$ cat src/rtl/vlb_pkg.sv
package vlb_pkg;
    typedef enum logic [1:0] {
        ST_IDLE     = 2'd0,
        ST_HIT_RSP  = 2'd1,
        ST_MISS_RSP = 2'd2
    } vlb_state_e;
endpackage

$ cat src/rtl/vlb_match.sv
module vlb_match #(
    parameter int ENTRIES = 4,
    parameter int LINE_AW = 12,
    localparam int IDX_W  = (ENTRIES > 1) ? $clog2(ENTRIES) : 1
) (
    input  logic                clk,
    input  logic                rst_n,
    input  logic [ENTRIES-1:0]  vld_i,
    input  logic [LINE_AW-1:0]  tag_i [ENTRIES],
    input  logic [LINE_AW-1:0]  addr_i,
    output logic                hit_o,
    output logic [IDX_W-1:0]    idx_o
);
    logic [ENTRIES-1:0] match;

    for (genvar g = 0; g < ENTRIES; g++) begin : g_cmp
        assign match[g] = vld_i[g] && (tag_i[g] == addr_i);
    end

    always_comb begin
        idx_o = '0;
        for (int i = ENTRIES - 1; i >= 0; i--) begin
            if (match[i]) idx_o = IDX_W'(i);
        end
    end

    assign hit_o = |match;

    AST_SINGLE_MATCH: assert property (@(posedge clk) disable iff (!rst_n)
        $onehot0(match));
endmodule

$ cat src/rtl/vlb_lru.sv
module vlb_lru #(
    parameter int ENTRIES = 4,
    localparam int IDX_W  = (ENTRIES > 1) ? $clog2(ENTRIES) : 1
) (
    input  logic               clk,
    input  logic               rst_n,
    input  logic               touch_i,
    input  logic [IDX_W-1:0]   touch_idx_i,
    input  logic [ENTRIES-1:0] vld_i,
    output logic [IDX_W-1:0]   repl_idx_o
);
    localparam logic [IDX_W-1:0] OLDEST = IDX_W'(ENTRIES - 1);

    logic [IDX_W-1:0]   age_q [ENTRIES];
    logic [ENTRIES-1:0] is_oldest;

    always_ff @(posedge clk) begin
        if (!rst_n) begin
            for (int i = 0; i < ENTRIES; i++) age_q[i] <= IDX_W'(i);
        end else if (touch_i) begin
            for (int i = 0; i < ENTRIES; i++) begin
                if (IDX_W'(i) == touch_idx_i)
                    age_q[i] <= '0;
                else if (age_q[i] < age_q[touch_idx_i])
                    age_q[i] <= age_q[i] + 1'b1;
            end
        end
    end

    for (genvar g = 0; g < ENTRIES; g++) begin : g_old
        assign is_oldest[g] = (age_q[g] == OLDEST);
    end

    always_comb begin
        repl_idx_o = '0;
        for (int i = ENTRIES - 1; i >= 0; i--) begin
            if (is_oldest[i]) repl_idx_o = IDX_W'(i);
        end
        for (int i = ENTRIES - 1; i >= 0; i--) begin
            if (!vld_i[i]) repl_idx_o = IDX_W'(i);
        end
    end

    AST_ONE_OLDEST: assert property (@(posedge clk) disable iff (!rst_n)
        $countones(is_oldest) == 1);
endmodule

$ cat src/rtl/victim_line_buffer.sv
module victim_line_buffer #(
    parameter int ENTRIES   = 4,
    parameter int LINE_AW   = 12,
    parameter int DATA_W    = 32,
    parameter bit MISS_MODE = 1'b0
) (
    input  logic               clk,
    input  logic               rst_n,
    input  logic               flush_i,
    input  logic               lk_valid_i,
    input  logic [LINE_AW-1:0] lk_addr_i,
    input  logic               ev_valid_i,
    input  logic [LINE_AW-1:0] ev_addr_i,
    input  logic [DATA_W-1:0]  ev_data_i,
    input  logic               ins_valid_i,
    input  logic [LINE_AW-1:0] fill_addr_i,
    input  logic [DATA_W-1:0]  fill_data_i,
    output logic               rsp_valid_o,
    output logic               rsp_hit_o,
    output logic [DATA_W-1:0]  rsp_data_o
);
    import vlb_pkg::*;

    localparam int IDX_W = (ENTRIES > 1) ? $clog2(ENTRIES) : 1;

    vlb_state_e          state_q, state_d;
    logic [ENTRIES-1:0]  ent_vld;
    logic [LINE_AW-1:0]  ent_tag [ENTRIES];
    logic [DATA_W-1:0]   ent_dat [ENTRIES];
    logic [DATA_W-1:0]   rsp_dat_q;

    logic                hit;
    logic [IDX_W-1:0]    hit_idx, repl_idx, touch_idx;
    logic                do_lk, do_ins, ins_ok, swap, touch;
    logic [LINE_AW-1:0]  ins_tag;
    logic [DATA_W-1:0]   ins_dat;

    vlb_match #(.ENTRIES(ENTRIES), .LINE_AW(LINE_AW)) u_match (
        .clk(clk), .rst_n(rst_n), .vld_i(ent_vld), .tag_i(ent_tag),
        .addr_i(lk_addr_i), .hit_o(hit), .idx_o(hit_idx));

    vlb_lru #(.ENTRIES(ENTRIES)) u_lru (
        .clk(clk), .rst_n(rst_n), .touch_i(touch), .touch_idx_i(touch_idx),
        .vld_i(ent_vld), .repl_idx_o(repl_idx));

    // Request decode: flush beats lookup, lookup beats insert.
    always_comb begin
        do_lk     = lk_valid_i && !flush_i;
        do_ins    = ins_valid_i && !lk_valid_i && !flush_i;
        ins_ok    = do_ins && (MISS_MODE || ev_valid_i);
        ins_tag   = MISS_MODE ? fill_addr_i : ev_addr_i;
        ins_dat   = MISS_MODE ? fill_data_i : ev_data_i;
        swap      = do_lk && hit && !MISS_MODE;
        touch     = (do_lk && hit && (MISS_MODE || ev_valid_i)) || ins_ok;
        touch_idx = do_lk ? hit_idx : repl_idx;
    end

    always_ff @(posedge clk) begin
        if (!rst_n || flush_i) begin
            ent_vld <= '0;
        end else if (swap) begin
            ent_vld[hit_idx] <= ev_valid_i;
        end else if (ins_ok) begin
            ent_vld[repl_idx] <= 1'b1;
        end
    end

    always_ff @(posedge clk) begin
        if (swap) begin
            ent_tag[hit_idx] <= ev_addr_i;
            ent_dat[hit_idx] <= ev_data_i;
        end else if (ins_ok) begin
            ent_tag[repl_idx] <= ins_tag;
            ent_dat[repl_idx] <= ins_dat;
        end
    end

    always_ff @(posedge clk) begin
        if (!rst_n) rsp_dat_q <= '0;
        else if (do_lk) rsp_dat_q <= hit ? ent_dat[hit_idx] : '0;
    end

    // State register
    always_ff @(posedge clk) begin
        if (!rst_n) state_q <= ST_IDLE;
        else        state_q <= state_d;
    end

    always_comb begin
        state_d = ST_IDLE;
        unique case (state_q)
            ST_IDLE, ST_HIT_RSP, ST_MISS_RSP: begin
                if (do_lk) state_d = hit ? ST_HIT_RSP : ST_MISS_RSP;
                else       state_d = ST_IDLE;
            end
            default: state_d = ST_IDLE;
        endcase
    end

    // Outputs
    always_comb begin
        rsp_valid_o = 1'b0;
        rsp_hit_o   = 1'b0;
        rsp_data_o  = '0;
        unique case (state_q)
            ST_IDLE: ;
            ST_HIT_RSP: begin
                rsp_valid_o = 1'b1;
                rsp_hit_o   = 1'b1;
                rsp_data_o  = rsp_dat_q;
            end
            ST_MISS_RSP: rsp_valid_o = 1'b1;
            default: ;
        endcase
    end

    AST_RSP_NEXT_CYCLE: assert property (@(posedge clk) disable iff (!rst_n)
        (lk_valid_i && !flush_i) |=> rsp_valid_o);
    AST_NO_SPURIOUS_RSP: assert property (@(posedge clk) disable iff (!rst_n)
        !(lk_valid_i && !flush_i) |=> !rsp_valid_o);
    AST_FLUSH_EMPTIES: assert property (@(posedge clk) disable iff (!rst_n)
        flush_i |=> (ent_vld == '0));
    AST_HIT_HAS_DATA_PATH: assert property (@(posedge clk) disable iff (!rst_n)
        rsp_hit_o |-> rsp_valid_o);
endmodule

$ cat config.mk
export PLATFORM = sky130hd
export DESIGN_NAME = victim_line_buffer
export DESIGN_NICKNAME = d
export VERILOG_FILES = /design/src/rtl/vlb_pkg.sv /design/src/rtl/vlb_match.sv /design/src/rtl/vlb_lru.sv /design/src/rtl/victim_line_buffer.sv
export SDC_FILE = /design/constraint.sdc
export NUM_CORES = 1
export LEC_CHECK = 0
export BUFFER_PORTS_ARGS = -buffer_cell sky130_fd_sc_hd__buf_2
export CORE_MARGIN = 2
export CORE_UTILIZATION = 40
export CTS_BUF_LIST = sky130_fd_sc_hd__clkbuf_8 sky130_fd_sc_hd__clkbuf_16
export DETAILED_ROUTE_END_ITERATION = 12
export PLACE_DENSITY = 0.73
export SETUP_SLACK_MARGIN = 0.05
export SLEW_MARGIN = 20
export SYNTH_ARGS = -nofsm -noshare
export SYNTH_HDL_FRONTEND = slang
export SYNTH_SLANG_ARGS = --single-unit
$ cat constraint.sdc
create_clock -name clk -period 4.2 [get_ports clk]
set_clock_uncertainty 0.15 [all_clocks]
set_input_delay 0.21 -clock clk [delete_from_list [all_inputs] [get_ports clk]]
set_output_delay 0.21 -clock clk [all_outputs]
set_load 0.01 [all_outputs]
==> impl_summary.txt <==
----------------------------------------------------
[Critical path]
  Destination of the critical timing path ... u_lru.age_q[2][1]
  Worst reg2reg path endpoint ... u_lru.age_q[2][1]
  Type of element launching the critical path ... flop
  Launching instance or port of the critical path ... ent_tag[3]
  CP Data Required Time ... 4.24 ns
  Worst setup path class ... reg -> reg
  Logic depth of the worst register-to-register path ... 9
  Worst EP arrival ... 3.95 ns
  Reg2reg start ... ent_tag[3]
  Register-to-Register Setup Slack ... 0.28 ns
  Nature of the critical path endpoint ... flop
  Critical Path Fanout Max ... 9

[STA]
  Hold Fails Final Rpt ... 0
  Max Freq ... 255.4 MHz
  Final count of negative-setup-slack endpoints ... 0
  Worst hold-check slack ... around 0.12 ns
  Slew Viols, Final ... 0
  Final clock period utilization by the worst path ... a little over 90%
  Slew at the pin with the worst max-slew slack ... around 1.0 ns
  Worst slew margin relative to its limit ... about a third
  Post-Route Setup TNS ... 0 ns
  Setup repair after global routing missed its margin ... no
  Period minus WS final ... 3.916 ns
  Worst setup slack after layout ... 0.2844 ns

[Die]
  Number of core rows ... 56
  Area of the core region ... around 24000 um^2
  I/O pin count ... 140
  Area of the die ... around 25000 um^2
  Starting density of the core ... 40.80%
  Die width ... around 160 um
  Die extent in y ... approximately 160 um

[Drt]
  Count of vias placed by the detailed router ... 6275
  Post-route ant nets ... 0
  DRC ... 0
  Total wire length ... approximately 22 mm
  Average detailed-routed wire length per instance ... about 18 um
  Drt first pass iters ... 4
  Detailed-route vias per instance ... about 5.2
  First DRT Iteration DRCs ... 475

[Yosys]
  Biggest area contributors in the synthesized netlist ... sky130_fd_sc_hd__edfxtp_1 (58%), sky130_fd_sc_hd__dfxtp_1 (7.9%), sky130_fd_sc_hd__a22oi_1 (5.0%)
  Warning count from the yosys run ... 0
  Post-Synthesis Cells ... roughly 720
  Distinct cell type count after synthesis ... between 50 and 60
  Synth area leader ... sky130_fd_sc_hd__edfxtp_1
  Sequential area share after synthesis ... between 60% and 70%
  Register bit total from synthesis ... 222
  Cell Area, Synth ... just under 10000 um^2
  Net count after synthesis ... roughly 840
  Synth top area share ... between 50% and 60%
  Average size of a mapped cell ... about 13 um^2

[GRT]
  Number of global-route vias before repair ... approximately 6300
  Pin count of the biggest net entering global routing ... 41
  Antenna violations before repair ... 0
  Total track usage ... between 10% and 20%
  Global-route wire length before repair ... ~34 mm
  Total global routing overflow ... 0

[CTS]
  Clock sink count ... roughly 220
  Clock-pin transition on the worst setup and hold timing paths ... roughly 0.06 ns
  Total setup buffers inserted after CTS ... 0
  Number of CTS-inserted buffers ... 23
  Clock latency at the later pin of the worst-skew pair ... 0.51 ns
  CTS HTree Levels ... 1
  Count of hold-fix buffers inserted at cts ... 48
  Clock tree from TritonCTS ... built
  Post-cts resize count ... 0
  Number of buffers on the longest clock path ... 3
  Buffer type at the clock tree root ... sky130_fd_sc_hd__clkbuf_16

[Min path]
  Worst Hold Class ... in -> reg

[Cells and area]
  Diode insertion count for antenna repair ... 0
  Area growth, synth to finish ... 22.72%
  Fraction of layout cells with a size suffix above 1 ... between 15 and 20%
  Nets@finish ... 973

[Power and ir drop]
  Static leakage power ... between 3 and 4 nW
  Total power consumption of the routed design ... around 0.0046 W
  Maximum VDD drop ... roughly 0.33 mV
  Power per Cell Area ... approximately 390 nW/um^2

[Outcome]
  Status ... completed

[Placed design]
  Final HPWL DP ... ~13 mm
  Total of buffers placed on input and output ports ... 95
  Placer Congestion ... between 0.8 and 0.9
  Post-Place Setup Slack ... around 0.32 ns

[Run]
  Reported max-cap violation count ... 0

----------------------------------------------------
-- metrics by stage --
step	area (um^2)	std cells	util, %
finish	11790	1197	50.06
detailed placement	10500	1106	44.61
floorplan	9604	723	-
global placement	10500	1106	44.61
global route	11790	1197	50.06
CTS	11760	1196	49.94
-- sequential cells by signal, indices dropped and copies added, names as in the netlist --
| name | count |
|---|---|
| ent_dat | 128 |
| ent_tag | 48 |
| rsp_dat_q | 32 |
| u_lru.age_q | 8 |
| ent_vld | 4 |
| state_q | 2 |
-- per-layer routing --
metal  part of all wire, %  wire, um  global-route usage [%]
met1                    43      9250                   22.15
met2                    49     10670                   29.14
met3                   5.3      1143                   2.631
met4                   2.5       534                   5.041
met5                     0         0                       0
-- cells in the mapped netlist, drive strengths merged --
cell type,instances
a32oi,1
ha,6
mux4,1
nand3,7
nor2b,59
a22oi,64
and3,1
or2,2
nand2b,3
nand2,23
a21boi,1
clkbuf,31
dfxtp,38
mux2i,33
o311ai,1
buf,17
inv,14
edfxtp,184
a2111o,1
a31oi,3
nor4,6
o21a,2
a21oi,11
xnor2,48
o31ai,4
nor3b,2
o311a,3
a311oi,1
nand4,10
o21ai,43
a211oi,1
or4,3
and2,59
maj3,3
o211ai,2
a21o,2
or3,1
a311o,1
nor2,21
nor4b,2
o31a,1
nor3,4
and4,2
a211o,1
-- report_power, final --
group | leakage, nW | total [W] | internal (W) | switching (W)
clock network | 0.407 | 0.00206 | 0.00122 | 0.000842
logic | 1.63 | 0.000196 | 0.0000945 | 0.000101
registers | 1.94 | 0.00239 | 0.00239 | 0.00000512
-- worst min-delay path by stage --
| stage | cells past startpoint | startpoint | to |
|---|---|---|---|
| floorplan | 0 | ev_data_i[0] | ent_dat[0][0] |
| detailed placement | 1 | ev_data_i[0] | ent_dat[3][0] |
| CTS | 3 | ins_valid_i | ent_vld[0] |
| finish | 3 | ins_valid_i | ent_vld[0] |
| global route | 3 | ins_valid_i | ent_vld[0] |
| global placement | 1 | ev_data_i[15] | ent_dat[3][15] |
-- layout make-up --
cell class | instances | area (um^2)
fill | 2003 | 11760
sequential | 222 | 6286
multi-input combinational | 439 | 3138
timing repair buffer | 161 | 1136
clock buffer | 24 | 589.3
tap | 319 | 399.1
clock inverter | 18 | 185.2
inverter | 14 | 52.55
-- kinds of logic after synthesis --
logic type	after synthesis	synth area share (%)
muxes	34	3.674
adders and majority gates	9	1.094
DFF	222	65.45
xor gates and xnor gates	48	4.534
buffers and inverters	62	2.788
and+or+nand+nor	205	12.47
AOI/OAI and AO/OA	143	9.992
-- cells in the final DEF (no fill, tap or decap), types with 3 or more instances in the layout --
cell and instances:
sky130_fd_sc_hd__a21oi_1 10, sky130_fd_sc_hd__a22oi_1 64, sky130_fd_sc_hd__a31oi_1 3, sky130_fd_sc_hd__and2_1 58, sky130_fd_sc_hd__buf_2 95, sky130_fd_sc_hd__buf_4 15
sky130_fd_sc_hd__bufinv_16 3, sky130_fd_sc_hd__clkbuf_16 23, sky130_fd_sc_hd__clkinv_2 4, sky130_fd_sc_hd__dfxtp_1 38, sky130_fd_sc_hd__dlygate4sd3_1 48, sky130_fd_sc_hd__edfxtp_1 184
sky130_fd_sc_hd__ha_1 6, sky130_fd_sc_hd__inv_1 20, sky130_fd_sc_hd__maj3_1 3, sky130_fd_sc_hd__mux2i_1 33, sky130_fd_sc_hd__nand2_1 22, sky130_fd_sc_hd__nand2b_1 3
sky130_fd_sc_hd__nand3_1 7, sky130_fd_sc_hd__nand4_1 10, sky130_fd_sc_hd__nor2_1 13, sky130_fd_sc_hd__nor2_4 6, sky130_fd_sc_hd__nor2b_1 59, sky130_fd_sc_hd__nor3_1 4
sky130_fd_sc_hd__nor4_1 5, sky130_fd_sc_hd__o21ai_0 40, sky130_fd_sc_hd__o311a_1 3, sky130_fd_sc_hd__or4_1 3, sky130_fd_sc_hd__xnor2_1 46
-- critical path, stage by stage (launching register included) --
cell and delay, ns:
sky130_fd_sc_hd__edfxtp_1 0.38, sky130_fd_sc_hd__xnor2_1 0.15, sky130_fd_sc_hd__nand4_1 0.16, sky130_fd_sc_hd__or4_1 0.66, sky130_fd_sc_hd__o211ai_1 0.35, sky130_fd_sc_hd__and3_1 0.32, sky130_fd_sc_hd__mux4_2 0.64, sky130_fd_sc_hd__and2_4 0.21
sky130_fd_sc_hd__o311a_1 0.31, sky130_fd_sc_hd__o21ai_0 0.26
Note: power is estimated with default switching activity, not from simulation.
